File: config.mk
export PLATFORM = sky130hd
export DESIGN_NAME = trace_fill_mon
export DESIGN_NICKNAME = d
export VERILOG_FILES = /design/src/rtl/tfm_pkg.sv /design/src/rtl/tfm_ctrl.sv /design/src/rtl/tfm_datapath.sv /design/src/rtl/trace_fill_mon.sv
export SDC_FILE = /design/constraint.sdc
export NUM_CORES = 1
export LEC_CHECK = 0
export ABC_AREA = 1
export BUFFER_PORTS_ARGS = -buffer_cell sky130_fd_sc_hd__buf_4
export CAP_MARGIN = 40
export CORE_UTILIZATION = 63
export CTS_BUF_LIST = sky130_fd_sc_hd__clkbuf_8
export DETAILED_ROUTE_END_ITERATION = 16
export HOLD_SLACK_MARGIN = 0.05
export PLACE_DENSITY = 0.9
export SETUP_SLACK_MARGIN = 0.1
export SYNTH_ARGS = -nofsm -noshare
export SYNTH_HDL_FRONTEND = slang
export SYNTH_HIERARCHICAL = 1
export SYNTH_SLANG_ARGS = --single-unit
File: constraint.sdc
create_clock -name clk -period 5.4 [get_ports clk]
set_clock_uncertainty 0.1 [all_clocks]
set_input_delay 0.27 -clock clk [delete_from_list [all_inputs] [get_ports clk]]
set_output_delay 0.27 -clock clk [all_outputs]
set_load 0.01 [all_outputs]
File: src/rtl/tfm_pkg.sv
package tfm_pkg;

  typedef enum logic [1:0] {
    MODE_CIRC   = 2'd0,
    MODE_SWFIFO = 2'd1,
    MODE_HWFIFO = 2'd2,
    MODE_SPARE  = 2'd3
  } bufModeT;

  // strobes from control to datapath
  typedef struct packed {
    logic clr;    // new capture session
    logic inc;    // net +1 word
    logic dec;    // net -1 word
    logic snap;   // peak read reload
    logic track;  // peak follows level
    logic cmpEn;  // watermark compare active
  } lvlStrobeT;

endpackage

File: src/rtl/tfm_ctrl.sv
module tfm_ctrl
  import tfm_pkg::*;
(
  input  logic      clk,
  input  logic      rstN,
  input  logic      captEn,
  input  logic [1:0] bufMode,
  input  logic      wordWr,
  input  logic      wordRd,
  input  logic      peakRdEn,
  input  logic      locked,
  output lvlStrobeT stb
);

  logic    enPrev;
  logic    edgeRise;
  bufModeT modeSel;

  always_ff @(posedge clk or negedge rstN) begin
    if (!rstN) enPrev <= 1'b0;
    else       enPrev <= captEn;
  end

  assign edgeRise = captEn & ~enPrev;
  assign modeSel  = bufModeT'(bufMode);

  always_comb begin
    stb       = '0;
    stb.clr   = edgeRise;
    stb.inc   = captEn & ~edgeRise & wordWr & ~wordRd;
    stb.dec   = captEn & ~edgeRise & wordRd & ~wordWr;
    stb.snap  = peakRdEn & ~locked & ~edgeRise;
    stb.track = captEn & ~edgeRise;
    stb.cmpEn = captEn & ((modeSel == MODE_SWFIFO) || (modeSel == MODE_HWFIFO));
  end

  AST_ONE_DIR: assert property (@(posedge clk) disable iff (!rstN)
    !(stb.inc && stb.dec));
  AST_CLR_PULSE: assert property (@(posedge clk) disable iff (!rstN)
    stb.clr |=> !stb.clr);
  AST_LOCK_NOSNAP: assert property (@(posedge clk) disable iff (!rstN)
    (locked && peakRdEn) |-> !stb.snap);

endmodule

File: src/rtl/tfm_datapath.sv
module tfm_datapath
  import tfm_pkg::*;
#(
  parameter int DEPTH = 256
) (
  input  logic                     clk,
  input  logic                     rstN,
  input  lvlStrobeT                stb,
  input  logic                     wmWrEn,
  input  logic [$clog2(DEPTH)-1:0] wmWrData,
  output logic [$clog2(DEPTH):0]   lvl,
  output logic [$clog2(DEPTH):0]   peak,
  output logic                     full
);

  localparam int AW = $clog2(DEPTH);
  localparam int LW = AW + 1;
  localparam logic [LW-1:0] LVL_MAX = LW'(DEPTH);

  logic [AW-1:0] wmReg;
  logic [LW-1:0] thresh;

  assign thresh = LVL_MAX - {1'b0, wmReg};

  always_ff @(posedge clk or negedge rstN) begin
    if (!rstN)       wmReg <= '0;
    else if (wmWrEn) wmReg <= wmWrData;
  end

  always_ff @(posedge clk or negedge rstN) begin
    if (!rstN)                           lvl <= '0;
    else if (stb.clr)                    lvl <= '0;
    else if (stb.inc && lvl != LVL_MAX)  lvl <= lvl + LW'(1);
    else if (stb.dec && lvl != '0)       lvl <= lvl - LW'(1);
  end

  always_ff @(posedge clk or negedge rstN) begin
    if (!rstN)                         peak <= '0;
    else if (stb.clr)                  peak <= '0;
    else if (stb.snap)                 peak <= lvl;
    else if (stb.track && lvl > peak)  peak <= lvl;
  end

  always_ff @(posedge clk or negedge rstN) begin
    if (!rstN)        full <= 1'b0;
    else if (stb.clr) full <= 1'b0;
    else              full <= stb.cmpEn && (lvl >= thresh);
  end

  AST_LVL_BOUND: assert property (@(posedge clk) disable iff (!rstN)
    lvl <= LVL_MAX);
  AST_LVL_STEP: assert property (@(posedge clk) disable iff (!rstN)
    (stb.inc && lvl != LVL_MAX && !stb.clr) |=> lvl == $past(lvl) + LW'(1));
  AST_CLR_ZERO: assert property (@(posedge clk) disable iff (!rstN)
    stb.clr |=> (lvl == '0 && peak == '0));
  AST_PEAK_KEEPS_MAX: assert property (@(posedge clk) disable iff (!rstN)
    (stb.track && !stb.snap && !stb.clr) |=> peak >= $past(lvl));
  AST_FULL_OFF_NONFIFO: assert property (@(posedge clk) disable iff (!rstN)
    !stb.cmpEn |=> !full);

endmodule

File: src/rtl/trace_fill_mon.sv
module trace_fill_mon
  import tfm_pkg::*;
#(
  parameter int DEPTH = 256
) (
  input  logic                     clk,
  input  logic                     rstN,
  input  logic                     captEn,
  input  logic [1:0]               bufMode,
  input  logic                     wordWr,
  input  logic                     wordRd,
  input  logic                     wmWrEn,
  input  logic [$clog2(DEPTH)-1:0] wmWrData,
  input  logic                     peakRdEn,
  input  logic                     locked,
  output logic [$clog2(DEPTH):0]   curLevel,
  output logic [$clog2(DEPTH):0]   peakLevel,
  output logic                     fullOut,
  output logic                     enClr
);

  localparam int LW = $clog2(DEPTH) + 1;

  lvlStrobeT     stb;
  logic [LW-1:0] lvl;
  logic [LW-1:0] peak;
  logic          full;

  tfm_ctrl u_ctrl (
    .clk      (clk),
    .rstN     (rstN),
    .captEn   (captEn),
    .bufMode  (bufMode),
    .wordWr   (wordWr),
    .wordRd   (wordRd),
    .peakRdEn (peakRdEn),
    .locked   (locked),
    .stb      (stb)
  );

  tfm_datapath #(.DEPTH(DEPTH)) u_dp (
    .clk      (clk),
    .rstN     (rstN),
    .stb      (stb),
    .wmWrEn   (wmWrEn),
    .wmWrData (wmWrData),
    .lvl      (lvl),
    .peak     (peak),
    .full     (full)
  );

  assign curLevel  = captEn ? lvl : '0;
  assign peakLevel = locked ? '0 : peak;
  assign fullOut   = full;
  assign enClr     = stb.clr;

  AST_OFF_READS_ZERO: assert property (@(posedge clk) disable iff (!rstN)
    !captEn |-> curLevel == '0);
  AST_OFF_PEAK_HOLD: assert property (@(posedge clk) disable iff (!rstN)
    (!captEn && !peakRdEn) |=> $stable(peak));

endmodule

==> metrics.txt <==
status finished, final reports clean; critical path arrival 2.52 ns; PwrDens 455 nW/um2; # rows 22; number of port buffers 37; CP max stage delay 0.50 ns; worst vdd ir 0.245 mV; HP Class input pin to flip-flop; Max H-tree Level 1; synth top area cells dfrtp_1, nand2_1, ha_1; Num CTS Buffers 3; ANT cells 0; root buf cell clkbuf_8; Post-Synthesis Cells 344; first-pass GRT wire length 9180 um; Vias 2244; Syn Std Cell Area 2400 um2; vias in the first global route 2194; full die area 4060 um2; Final Max Slew Viols 0; Final Critical Period 2.45 ns; crit path cell chain nor2_1, nand2_1, nor2_2, nand2_1, nand2_4, inv_1, fa_1, inv_1, nand3_1, nand2_1, a21oi_1, inv_1, nand2_1, nand3_1, nand2_1; initial detailed-routing violation count 129; Final Hold Vio Count 0; Place WS 3.01 ns; post-synthesis cell type with the largest combined area dfrtp_1; Max-Cap Viols 0; Placer Congestion 0.892; critical path launch point type flip-flop; DRC 0; Clock Path Buffers 2; GRT Total Usage 28.6%; DRT antenna net count 0; Via density 5.24; clock sink count 28; flop2flop setup slack 2.95 ns; DR WL/cell 12.3 um; CP dominant cell by count nand2_1; WP data required 5.47 ns; area growth from synthesis to layout 14.6%; Setup violations, final 0; leakage power 0.00159 uW; WL final 5260 um; EDFF count, synth 0; Clock Latency Late Sink 0.27 ns; Slew @ Worst Pin 0.736 ns; Yosys top cell area share 29.2%; Seq/Total Area, Yosys 29.2%; predominant post-synthesis flop cell dfrtp_1; Unique masters post-synth 30; Avg Cell Area, Syn 6.98 um2; slowest CP cell dfrtp_1; Layout Nets 428; width of the die 63.7 um; share of cells above drive strength 1 15.0%; #FFs+latches synth 28; clk slew on worst S/H paths 0.09 ns; Final HPWL DP 4070 um; CP Class flip-flop to flip-flop; Final period util 45.4%; count leader, synth nand2_1; CP Capture Type flip-flop; First-pass DRT Iterations 4; FMAX 408 MHz; crit path max fanout 11; Post-synth ARST share 100%; Fillers 298; post-cts sizing count 0; most frequent cells after synthesis nand2_1, inv_1, nor2_1, dfrtp_1, ha_1; CTS tree built; initial antenna violation count 0; sum of negative setup slack 0 ns; RSZ-0062 raised after global routing false; GRT overflow 0; pin count of the biggest net entering global routing 29; Post-Syn Nets 390; relative slew slack 50.8%; Initial Util 65.6%; # IOs 38; Ys Warns 6; Die Y 63.7 um; core area 3660 um2; fin worst setup slack 2.95 ns
==> registers in the layout (all words and copies together) (netlist names) <==
| register | flops |
|---|---|
| u_dp/lvl | 9 |
| u_dp/peak | 9 |
| u_dp/wmReg | 8 |
| u_ctrl/enPrev | 1 |
| u_dp/full | 1 |
==> cell families (layout without fill, tap and decap cells) <==
| logic type | Yosys count | after routing | synth area share [%] |
|---|---|---|---|
| adder cells (fa/ha/maj) | 28 | 28 | 14.9 |
| AO/OA/AOI/OAI | 32 | 32 | 8.18 |
| buffers and inverters | 71 | 107 | 12.1 |
| AND/OR/NAND/NOR | 175 | 175 | 32.0 |
| flip-flops | 28 | 28 | 29.2 |
| XOR/XNOR | 10 | 10 | 3.65 |
==> final cells by class <==
class	count	area [um2]	area share, %
multi-input cells	245	1410	51.2
flip-flops and latches	28	701	25.5
repair buffers	38	288	10.5
inverters	66	253	9.18
well taps	48	60.1	2.18
clock buffers	3	41.3	1.50
==> timing repair <==
action	in CTS	in global routing
endpoints found under the setup margin	0	0
setup buffers	0	0
endpoints found under the hold margin	28	0
hold buffers	1	0
==> critical path: cells and delay by family (launching register included) <==
family	cells	cell delay [ns]
AOI/OAI and AO/OA	1	0.13
adders and majority gates	1	0.41
DFF	1	0.50
buffers and inverters	3	0.24
and+or+nand+nor	10	0.95
==> worst paths after layout <==
check	start	cells past startpoint	endpoint
min	wmWrData[1]	3	u_dp/wmReg[1]
min reg2reg	u_dp/peak[2]	2	u_dp/peak[2]
max in group asynchronous	rstN	2	u_dp/full
max	u_dp/lvl[7]	15	u_dp/lvl[8]
min in group asynchronous	rstN	2	u_dp/peak[1]
max reg2reg	u_dp/lvl[7]	15	u_dp/lvl[8]
==> power by group <==
| group | internal [uW] | switching [uW] | total [uW] | leakage, uW |
|---|---|---|---|---|
| clock | 50.2 | 64.4 | 115 | 0.0000216 |
| combinational | 316 | 459 | 775 | 0.00121 |
| sequential | 271 | 91.3 | 362 | 0.000356 |
==> metrics by stage <==
step | instance area [um2] | total power, uW | hold WS, ns | utilization (%) | instances
6_report | 2750 | 1250 | 0.0941 | 75.2 | 428
5_1_grt | 2750 | 1370 | 0.0845 | 75.2 | 428
4_1_cts | 2750 | 1240 | 0.0913 | 75.2 | 428
3_5_place_dp | 2700 | 1120 | 0.115 | 73.8 | 424
3_3_place_gp | 2700 | 1080 | 0.110 | 73.8 | 424
2_1_floorplan | 2400 | 906 | -0.126 | - | 344
==> metal layers <==
metal  global-route usage [%]  part of all wire [%]  routed length (um)
met5                        0                     0                   0
met4                     16.5                   3.9                 205
met3                     4.29                   4.0                 209
met2                     49.3                    48                2530
met1                     33.6                    44                2310
==> layout by cell type, fill, tap and decap left out, types with 2 or more instances in the layout <==
cell type / count
dfrtp_1: 28
nand4_1: 5
xor2_1: 8
nand2_4: 3
clkbuf_8: 3
nor2_1: 39
nand3b_1: 4
inv_1: 65
buf_4: 37
ha_1: 27
a21oi_1: 11
xnor2_1: 2
nand2_1: 95
o21ai_2: 7
nand3_1: 21
nor2_2: 2
o21ai_0: 10
Power figures use the tool's default switching activity.
